### src/rtl/lcdfd_pkg.sv
package lcdfd_pkg;

    parameter int unsigned CODE_W = 3;
    parameter int unsigned FC_W   = 3;

    typedef enum logic [1:0] {
        DUTY_STATIC  = 2'b00,
        DUTY_HALF    = 2'b01,
        DUTY_THIRD   = 2'b10,
        DUTY_QUARTER = 2'b11
    } duty_e;

    typedef struct packed {
        logic              psel;
        logic [CODE_W-1:0] code;
        duty_e             duty;
    } lcd_cfg_t;

    function automatic logic [3:0] k_of(input duty_e d);
        return (d == DUTY_THIRD) ? 4'd6 : 4'd8;
    endfunction

endpackage

### src/rtl/lcdfd_cfg_hold.sv
module lcdfd_cfg_hold
    import lcdfd_pkg::*;
(
    input  logic     clk,
    input  logic     rst,
    input  logic     load,
    input  lcd_cfg_t cfg_in,
    output lcd_cfg_t cfg_q
);
    always_ff @(posedge clk) begin
        if (rst || load) begin
            cfg_q <= cfg_in;
        end
    end
endmodule

### src/rtl/lcdfd_prescaler.sv
module lcdfd_prescaler
    import lcdfd_pkg::*;
#(
    parameter int unsigned PRE_LO_LOG2 = 4,
    parameter int unsigned PRE_HI_LOG2 = 11
) (
    input  logic              clk,
    input  logic              rst,
    input  logic              psel,
    input  logic [CODE_W-1:0] code,
    output logic              tick
);
    localparam int unsigned PW = PRE_HI_LOG2;
    localparam logic [PW-1:0] HI_TERM = {PW{1'b1}};
    localparam logic [PW-1:0] LO_TERM = PW'((1 << PRE_LO_LOG2) - 1);

    logic [PW-1:0]     pc;
    logic [CODE_W-1:0] dc;
    logic [PW-1:0]     pterm;
    logic              p_wrap;

    generate
        if (PRE_LO_LOG2 == PRE_HI_LOG2) begin : g_single
            assign pterm = HI_TERM;
        end else begin : g_dual
            assign pterm = psel ? HI_TERM : LO_TERM;
        end
    endgenerate

    assign p_wrap = (pc == pterm);
    assign tick   = !rst && p_wrap && (dc == code);

    always_ff @(posedge clk) begin
        if (rst) begin
            pc <= '0;
            dc <= '0;
        end else if (p_wrap) begin
            pc <= '0;
            dc <= (dc == code) ? '0 : dc + 1'b1;
        end else begin
            pc <= pc + 1'b1;
        end
    end
endmodule

### src/rtl/lcdfd_frame_seq.sv
module lcdfd_frame_seq
    import lcdfd_pkg::*;
(
    input  logic       clk,
    input  logic       rst,
    input  logic       tick,
    input  logic [3:0] k_act,
    input  logic [3:0] k_init,
    output logic       sof
);
    logic [FC_W-1:0] fc;
    logic [FC_W-1:0] k_last;

    assign k_last = FC_W'(k_act - 4'd1);
    assign sof    = tick && (fc == k_last);

    always_ff @(posedge clk) begin
        if (rst) begin
            fc <= FC_W'(k_init - 4'd1);
        end else if (tick) begin
            fc <= sof ? '0 : fc + 1'b1;
        end
    end
endmodule

### src/rtl/lcdfd_frame_div.sv
module lcdfd_frame_div
    import lcdfd_pkg::*;
#(
    parameter int unsigned PRE_LO_LOG2 = 4,
    parameter int unsigned PRE_HI_LOG2 = 11,
    localparam int unsigned FDW = PRE_HI_LOG2 + CODE_W + 4
) (
    input  logic              clk,
    input  logic              rst,
    input  logic              pre_sel,
    input  logic [CODE_W-1:0] div_code,
    input  logic [1:0]        duty,
    output logic              lcd_tick,
    output logic              frame_sof,
    output logic [FDW-1:0]    frame_div
);
    lcd_cfg_t   cfg_in;
    lcd_cfg_t   act;
    logic [3:0] k_act;
    logic [3:0] k_init;
    logic [FDW-1:0] kd;

    assign cfg_in.psel = pre_sel;
    assign cfg_in.code = div_code;
    assign cfg_in.duty = duty_e'(duty);
    assign k_act       = k_of(act.duty);
    assign k_init      = k_of(cfg_in.duty);

    lcdfd_cfg_hold u_hold (
        .clk   (clk),
        .rst   (rst),
        .load  (frame_sof),
        .cfg_in(cfg_in),
        .cfg_q (act)
    );

    lcdfd_prescaler #(
        .PRE_LO_LOG2(PRE_LO_LOG2),
        .PRE_HI_LOG2(PRE_HI_LOG2)
    ) u_pre (
        .clk (clk),
        .rst (rst),
        .psel(act.psel),
        .code(act.code),
        .tick(lcd_tick)
    );

    lcdfd_frame_seq u_seq (
        .clk   (clk),
        .rst   (rst),
        .tick  (lcd_tick),
        .k_act (k_act),
        .k_init(k_init),
        .sof   (frame_sof)
    );

    always_comb begin
        kd = FDW'(k_act) * (FDW'(act.code) + FDW'(1));
        frame_div = act.psel ? (kd << PRE_HI_LOG2) : (kd << PRE_LO_LOG2);
    end
endmodule

### config.mk
export PLATFORM = sky130hd
export DESIGN_NAME = lcdfd_frame_div
export DESIGN_NICKNAME = d
export VERILOG_FILES = /design/src/rtl/lcdfd_pkg.sv /design/src/rtl/lcdfd_cfg_hold.sv /design/src/rtl/lcdfd_prescaler.sv /design/src/rtl/lcdfd_frame_seq.sv /design/src/rtl/lcdfd_frame_div.sv
export SDC_FILE = /design/constraint.sdc
export NUM_CORES = 1
export LEC_CHECK = 0
export ABC_AREA = 1
export BUFFER_PORTS_ARGS = -buffer_cell sky130_fd_sc_hd__buf_2
export CAP_MARGIN = 20
export CORE_AREA = 2 2 46 79
export DETAILED_ROUTE_END_ITERATION = 6
export DIE_AREA = 0 0 48 81
export GPL_TIMING_DRIVEN = 0
export PLACE_DENSITY = 0.72
export SLEW_MARGIN = 15
export SYNTH_ARGS = -nofsm -noshare
export SYNTH_HDL_FRONTEND = slang
export SYNTH_SLANG_ARGS = --single-unit
### constraint.sdc
create_clock -name clk -period 2.79 [get_ports clk]
set_input_delay 0.1395 -clock clk [delete_from_list [all_inputs] [get_ports clk]]
set_output_delay 0.1395 -clock clk [all_outputs]
set_load 0.01 [all_outputs]
==> results of run 1 <==
## per-layer routing
| layer | global-route usage (%) | routed length, microns |
|---|---|---|
| met5 | 0 | 0 |
| met4 | 8.919 | 67 |
| met3 | 2.444 | 59 |
| met2 | 33.20 | 1659 |
| met1 | 14.97 | 1038 |
## layout by cell type (no fill, tap or decap), drive strengths merged, types with 2 or more instances in the layout
master   n
conb     5
xor2     5
nor2    41
nand2   32
dfxtp   14
edfxtp   9
inv     31
clkbuf   3
xnor2    6
nor3     5
fa       2
ha      14
a21oi    6
nand3    8
o21ai    6
buf     35
## critical path, stage by stage, from the launching register on
cell and delay [ns]:
edfxtp_1 0.44, ha_4 0.21, xnor2_4 0.16, nor2_4 0.05, fa_1 0.50, ha_4 0.30, inv_2 0.04, fa_2 0.37
o21ai_2 0.18, a21oi_2 0.08, o21ai_1 0.11, a21oi_1 0.05, buf_2 0.14
## registers in the layout, summed over array words and instances, names as in the netlist
signal / count
u_seq.fc: 3
u_pre.pc: 11
u_hold.cfg_q: 6
u_pre.dc: 3
## final timing paths
kind / endpoint / slack [ns] / depth (start not counted)
hold / removal: u_hold.cfg_q[5] / 0.05 / 1
setup reg to reg: u_hold.cfg_q[5] / 1.03 / 6
setup / recovery: frame_div[11] / -0.23 / 12
hold reg to reg: u_pre.pc[0] / 0.45 / 1
## power breakdown
part | leakage [nW] | internal, mW | switching, mW | total [mW]
clock network | 0.0255 | 0.0996 | 0.101 | 0.200
registers | 0.199 | 0.364 | 0.0104 | 0.374
logic | 0.666 | 0.109 | 0.123 | 0.232
## timing repair
| item | CTS | global route |
|---|---|---|
| pin swaps | 13 | 7 |
| endpoints found under the setup margin | 7 | 7 |
| gates resized for setup | 19 | 3 |
| setup buffers | 6 | 0 |
## per-stage QoR
stage | hold WS, ns | setup TNS [ns] | cells | power [mW]
floorplan | 0.2384 | 0 | 195 | 0.5063
finish | 0.04872 | -0.9673 | 272 | 0.8065
CTS | 0.04684 | -0.9886 | 272 | 0.8012
detailed placement | 0.3176 | -0.9811 | 262 | 0.5572
global route | 0.04598 | -2.051 | 272 | 0.8594
global placement | 0.3186 | -0.6805 | 262 | 0.5519
## synthesized netlist by cell type (all sizes together), types with 2 or more instances
library cell	count	area share, %
a21oi	6	1.9
buf	7	3.9
dfxtp	14	18
edfxtp	9	17
fa	2	2.6
ha	14	11
inv	31	7.5
nand2	32	9.1
nand3	8	4.0
nor2	41	11
nor3	5	1.9
o21ai	6	2.2
xnor2	6	3.4
xor2	5	2.8
## final cells by class
cell class / instances / area [sq um]
plain buffers: 7 / 60.06
inverters: 31 / 116.4
clock buffers: 3 / 41.29
well taps: 45 / 56.30
repair buffers: 28 / 155.1
flip-flops and latches: 23 / 550.5
clock inverters: 1 / 5.005
fillers: 288 / 1384
multi-input cells: 134 / 959.7
## cell families after synthesis
logic type	count (synthesis)	share of synthesized area [%]
AO/OA/AOI/OAI	14	5.344
XOR/XNOR	11	6.235
adder cells (fa/ha/maj)	16	13.93
buffers and inverters	38	11.42
flip-flops	23	35.63
other	1	0.2427
AND/OR/NAND/NOR	88	27.21
==> results.cfg, run 1 <==
[run_status]
status = complete, but fails checks
violations = setup timing

[hold_path]
min_path_type = in -> reg
hp-start = pre_sel

[detailed_routing]
via_per_inst = 4.640
drt_iter0_markers = 10
totalWireLength_microns = 2825
firstDrtPassIters = 6
antenna_left = 0
route.detailed.wl_per_inst_microns = 10.39
route.detailed.drc = 0
vias = 1262

[synth]
seq_area_frac_synth_pct = 35.63
synthArstFlopShare_pct = 0
synth.cell_area_sq_mm = 0.001545
ys_ff_latch = 23
yosys_warnings = 0
synthFlopType = dfxtp_1
synth_cell_types = 30
netlist_instances = 191
synth.avg_cell_area_sq_um = 8.090
synth-edff-count = 9

[setup_path]
path_max_fanout = 2
end_kind = primary output
r2r_start = u_hold.cfg_q[2]
critical_path_class = reg -> out
startpoint = u_hold.cfg_q[2]
crit_arrival_ns = 2.88
required_ns = 2.65
cp-start-kind = flop

[placed_design]
place_area_sq_mm = 0.001729
dp_hpwl_microns = 2210
place.gp.congestion = 0.7918
portBuffers = 22
place_ws_ns = -0.3287

[clocking]
clockRootBuffer = clkbuf_8
cts.reportedPaths.clkPinSlew_ns = 0.07
cts_made_buffers = 3
htree_levels = 1
clk_latency_ns = 0.26
clock_sinks = 23
ctsLongestPathBuffers = 2
cts_hold_buf = 0
cts_tree = done

[sta]
timing.fmax_mhz = 331.3
layout_min_cycle_time_ns = 3.018
finClkSkew_ns = 0.004058
setup_slack_ns = -0.2284
slew_viol_final = 0
hold_viol_final = 0
finalSetupViolations = 7
rsz0062_at_grt = true
period_share_pct = 108.2

[grt]
grtUsageTotal_pct = 17.07
gr-total-overflow = 0
first_global_vias = 1225
grt_max_degree = 14
grt_pass1_wl_microns = 4740
antenna_found_initial = 0

[floorplan]
die_area_sq_mm = 0.003888
num_rows = 28
fp.dieW_microns = 48
design.core.area_sq_mm = 0.003328
dieHeight_microns = 81
io_pins = 28
initial_core_util_pct = 46.43

[layout]
antenna_cells = 0
syn_to_final_growth_pct = 25.83
drive_gt1_share_pct = 34.36
fin_area_sq_mm = 0.001944
final_util_pct = 58.42
fin_nets = 252

[pwr]
leakage_nw = 0.8910
ir_drop_mv = 0.3796
power_density_mw_per_mm2 = 414.8

[run]
maxCapViolCount = 0
(Power assumes the default switching activity.)
==> inputs of run 2 (changes only) <==
HOLD_SLACK_MARGIN = 0.1   (was default)
==> results.cfg, run 2 (synthesis results as in run 1) <==
[run_status]
status = complete, but fails checks
violations = setup timing

[clocking]
cts.reportedPaths.clkPinSlew_ns = 0.08
cts_tree = done
clock_sinks = 23
clockRootBuffer = clkbuf_8
htree_levels = 1
ctsLongestPathBuffers = 2
clk_latency_ns = 0.26
cts_made_buffers = 3

[floorplan]
initial_core_util_pct = 46.43
io_pins = 28
design.core.area_sq_mm = 0.003328
die_area_sq_mm = 0.003888
fp.dieW_microns = 48
dieHeight_microns = 81
num_rows = 28

[grt]
gr-total-overflow = 0
grt_pass1_wl_microns = 4864
grtUsageTotal_pct = 17.45
first_global_vias = 1274
grt_max_degree = 14
antenna_found_initial = 0

[placed_design]
place.gp.congestion = 0.7918
dp.cells = 262
place_area_sq_mm = 0.001729
portBuffers = 22
dp_hpwl_microns = 2210

[pwr]
p_sw_share_pct = 28.95
pwr-share-comb_pct = 29.4
p_clk_share_pct = 24.6
finalPower_uw = 813.0
power_switching_uw = 235.3
power_density_mw_per_mm2 = 405.6
intPower_uw = 577.7
p_seq_share_pct = 46.0
leakage_nw = 0.9161
ir_drop_mv = 0.3808

[sta]
finClkSkew_ns = 0.004047
finalSetupViolations = 7
tns_ns = -0.9818
setup_slack_ns = -0.2379
rsz0062_at_grt = true
layout_min_cycle_time_ns = 3.028
timing.fmax_mhz = 330.3
hold_viol_final = 0
slew_viol_final = 0
period_share_pct = 108.5

[detailed_routing]
via_per_inst = 4.633
route.detailed.drc = 0
route.detailed.wl_per_inst_microns = 10.41
antenna_left = 0
drt_iter0_markers = 10
vias = 1288
totalWireLength_microns = 2895
firstDrtPassIters = 6

[setup_path]
timing.rr.end = u_hold.cfg_q[5]
r2r_start = u_hold.cfg_q[2]
r2r_setup_slack_ns = 1.03
endpoint = frame_div[11]
crit_arrival_ns = 2.89
startpoint = u_hold.cfg_q[2]
cp-start-kind = flop
required_ns = 2.65
end_kind = primary output
critical_path_class = reg -> out
path_max_fanout = 2
r2r.worst_path.cells = 6

[layout]
largest_register_ffs = 11
reg_top3 = u_pre.pc (11), u_hold.cfg_q (6)
antenna_cells = 0
area.sequential_sq_um = 550.5
final_util_pct = 60.23
syn_to_final_growth_pct = 29.72
drive_gt1_share_pct = 33.48
regMostFlops = u_pre.pc
fin_area_sq_mm = 0.002004
multiInputGateArea_sq_um = 959.7
layoutNonFillerInstCount = 278
n_fill_cell = 284
layout_common_cells = nor2_1 (33), nand2_1 (26), inv_1 (24)
fin_nets = 258
final_common_cell = nor2_1

[hold_path]
min_path_type = in -> reg

[run]
maxCapViolCount = 0
[run 2: worst min path at each step]
stage	from	end	slack [ns]	cells after the start
floorplan	duty[0]	u_hold.cfg_q[0]	0.24	0
global placement	pre_sel	u_hold.cfg_q[5]	0.32	1
detailed placement	pre_sel	u_hold.cfg_q[5]	0.32	1
CTS	rst	u_seq.fc[2]	0.20	3
global route	rst	u_seq.fc[2]	0.21	3
finish	rst	u_seq.fc[2]	0.20	3
[run 2: metal layers]
metal	routed length, microns	global-route usage (%)
met2	1713	34.53
met5	0	0
met1	1058	14.83
met4	67	8.919
met3	56	2.444
[run 2: layout make-up]
class	count	area share, %
Clock inverter	1	0.2497
Timing Repair Buffer	34	10.74
Clock buffer	3	2.060
Multi-Input combinational cell	134	47.88
Buffer	7	2.996
Inverter	31	5.805
Tap cell	45	2.809
Sequential cell	23	27.47
[run 2: critical path, cell delays in order, from the launching register on]
cell	delay, ns
edfxtp_1	0.44
ha_4	0.21
xnor2_4	0.16
nor2_4	0.05
fa_1	0.50
ha_4	0.30
inv_2	0.04
fa_2	0.37
o21ai_2	0.18
a21oi_2	0.08
o21ai_1	0.11
a21oi_1	0.05
buf_2	0.14
[run 2: power groups by stage]
stage               Clock, mW  Combinational [mW]  Sequential [mW]
CTS                     0.205               0.229            0.373
floorplan                   0               0.127            0.380
detailed placement          0               0.175            0.382
finish                  0.200               0.239            0.374
global route            0.218               0.273            0.376
global placement            0               0.170            0.382
[run 2: per-stage QoR]
step | hold slack [ns] | setup slack, ns
2_1_floorplan | 0.2384 | 0.01638
3_3_place_gp | 0.3186 | -0.2732
3_5_place_dp | 0.3176 | -0.3287
4_1_cts | 0.1997 | -0.2224
5_1_grt | 0.2112 | -0.4141
6_report | 0.2009 | -0.2379
[run 2: repair_timing]
item / in CTS / in global routing
gates resized for setup: 19 / 3
buffers inserted: 6 / 0
hold buffers: 6 / 0
endpoints found under the hold margin: 6 / 0
setup endpoints to repair: 7 / 7
pin swaps: 13 / 7
gates cloned: 0 / 0
==> inputs of run 3 (changes only) <==
CELL_PAD_IN_SITES_DETAIL_PLACEMENT = 1   (was default)
CELL_PAD_IN_SITES_GLOBAL_PLACEMENT = 2   (was default)
CORE_AREA = 2 2 59 102   (was 2 2 46 79)
DIE_AREA = 0 0 61 104   (was 0 0 48 81)
PLACE_DENSITY = default   (was 0.72)
PLACE_DENSITY_LB_ADDON = 0.1   (was default)
==> results.cfg, run 3 (synthesis results as in run 1) <==
[detailed_routing]
vias = 1320
totalWireLength_microns = 3757
via_per_inst = 4.300
antenna_left = 0
firstDrtPassIters = 4
drt_iter0_markers = 16
route.detailed.wl_per_inst_microns = 12.24
route.detailed.drc = 0

[grt]
grtUsageTotal_pct = 13.02
first_global_vias = 1471
antenna_found_initial = 0
gr-total-overflow = 0
grt_max_degree = 14
grt_pass1_wl_microns = 6403

[clocking]
clock_sinks = 23
cts_tree = done
clk_latency_ns = 0.27
cts_made_buffers = 3
ctsLongestPathBuffers = 2
cts.reportedPaths.clkPinSlew_ns = 0.09
htree_levels = 1
clockRootBuffer = clkbuf_8

[sta]
finClkSkew_ns = 0.01004
tns_ns = -0.6775
finalSetupViolations = 7
layout_min_cycle_time_ns = 3.003
hold_viol_final = 0
slew_viol_final = 0
setup_slack_ns = -0.2132
timing.fmax_mhz = 333.0
period_share_pct = 107.6
rsz0062_at_grt = true

[layout]
antenna_cells = 0
final_common_cell = nor2_1
reg_top3 = u_pre.pc (11), u_hold.cfg_q (6)
fin_nets = 256
regMostFlops = u_pre.pc
drive_gt1_share_pct = 33.33
syn_to_final_growth_pct = 30.69
layout_common_cells = nor2_1 (33), nand2_1 (26), inv_1 (23)
largest_register_ffs = 11
final_util_pct = 36.45

[placed_design]
portBuffers = 22
place.gp.congestion = 0.6910
dp_hpwl_microns = 3000
place_ws_ns = -0.4258

[floorplan]
fp.dieW_microns = 61
design.core.area_sq_mm = 0.005540
die_area_sq_mm = 0.006344
initial_core_util_pct = 27.89
io_pins = 28
num_rows = 36
dieHeight_microns = 104

[setup_path]
cp-start-kind = flop
critical_path_class = reg -> out
r2r_setup_slack_ns = 0.95
end_kind = primary output
required_ns = 2.65
crit_arrival_ns = 2.86
path_max_fanout = 2

[hold_path]
min_path_type = in -> reg

[pwr]
leakage_nw = 0.9102
finalPower_uw = 818.8
power_density_mw_per_mm2 = 405.5
ir_drop_mv = 0.1911

[run]
maxCapViolCount = 0

[run_status]
status = complete, but fails checks
violations = setup timing
run 3: cell types whose count changed in the layout (fill, tap and decap cells not counted), sizes merged:
cell / previous run / this run
buf: 35 / 33
run 3: where the power goes:
group / leakage [nW] / switching, mW / total [mW] / internal [mW]
Sequential: 0.199 / 0.0109 / 0.374 / 0.364
Combinational: 0.686 / 0.129 / 0.235 / 0.106
Clock: 0.0255 / 0.110 / 0.209 / 0.0996
run 3: final cells by class:
cell class	instances	area, sq um
Clock inverter	1	5.005
Multi-Input combinational cell	134	947.2
Sequential cell	23	550.5
Inverter	31	116.4
Buffer	7	60.06
Clock buffer	3	41.29
Fill cell	686	3521
Tap cell	76	95.09
Timing Repair Buffer	32	203.9
run 3: timing repair:
action / in CTS / in global routing
setup endpoints to repair: 7 / 7
pin swaps: 16 / 3
gates resized for setup: 20 / 4
setup buffers: 4 / 0
hold buffers: 6 / 0
endpoints found under the hold margin: 6 / 0
run 3: worst paths after layout:
check	startpoint	to	cells past startpoint
worst max-delay path	u_hold.cfg_q[2]	frame_div[11]	12
worst min-delay path	rst	u_seq.fc[2]	3
worst max register to register	u_hold.cfg_q[0]	u_hold.cfg_q[4]	7
worst min register to register	u_pre.pc[0]	u_pre.pc[0]	1
run 3: routing by layer:
metal	track usage (%)	part of all wire [%]	vias to the layer above
met5	0	0	-
met4	2.795	0.83	0
met3	1.866	2.1	2
met2	26.50	62	22
met1	12.55	35	625
li1	-	-	671
run 3: stage by stage:
stage	hold WS [ns]	instances	instance area, sq um
after floorplan	0.2384	195	1563
after global placement	0.3224	293	1768
after detailed placement	0.3185	293	1768
after CTS	0.1950	307	1999
after global routing	0.2207	307	2019
final	0.2100	307	2019
run 3: worst max-delay path, cell delays in order, from the launching register on:
cell and delay (ns):
edfxtp_1 0.45, ha_4 0.21, xnor2_4 0.17, nor2_4 0.06
fa_1 0.49, ha_4 0.30, inv_2 0.03, fa_2 0.35
o21ai_2 0.15, a21oi_2 0.08, o21ai_1 0.13, a21oi_1 0.05
buf_2 0.14
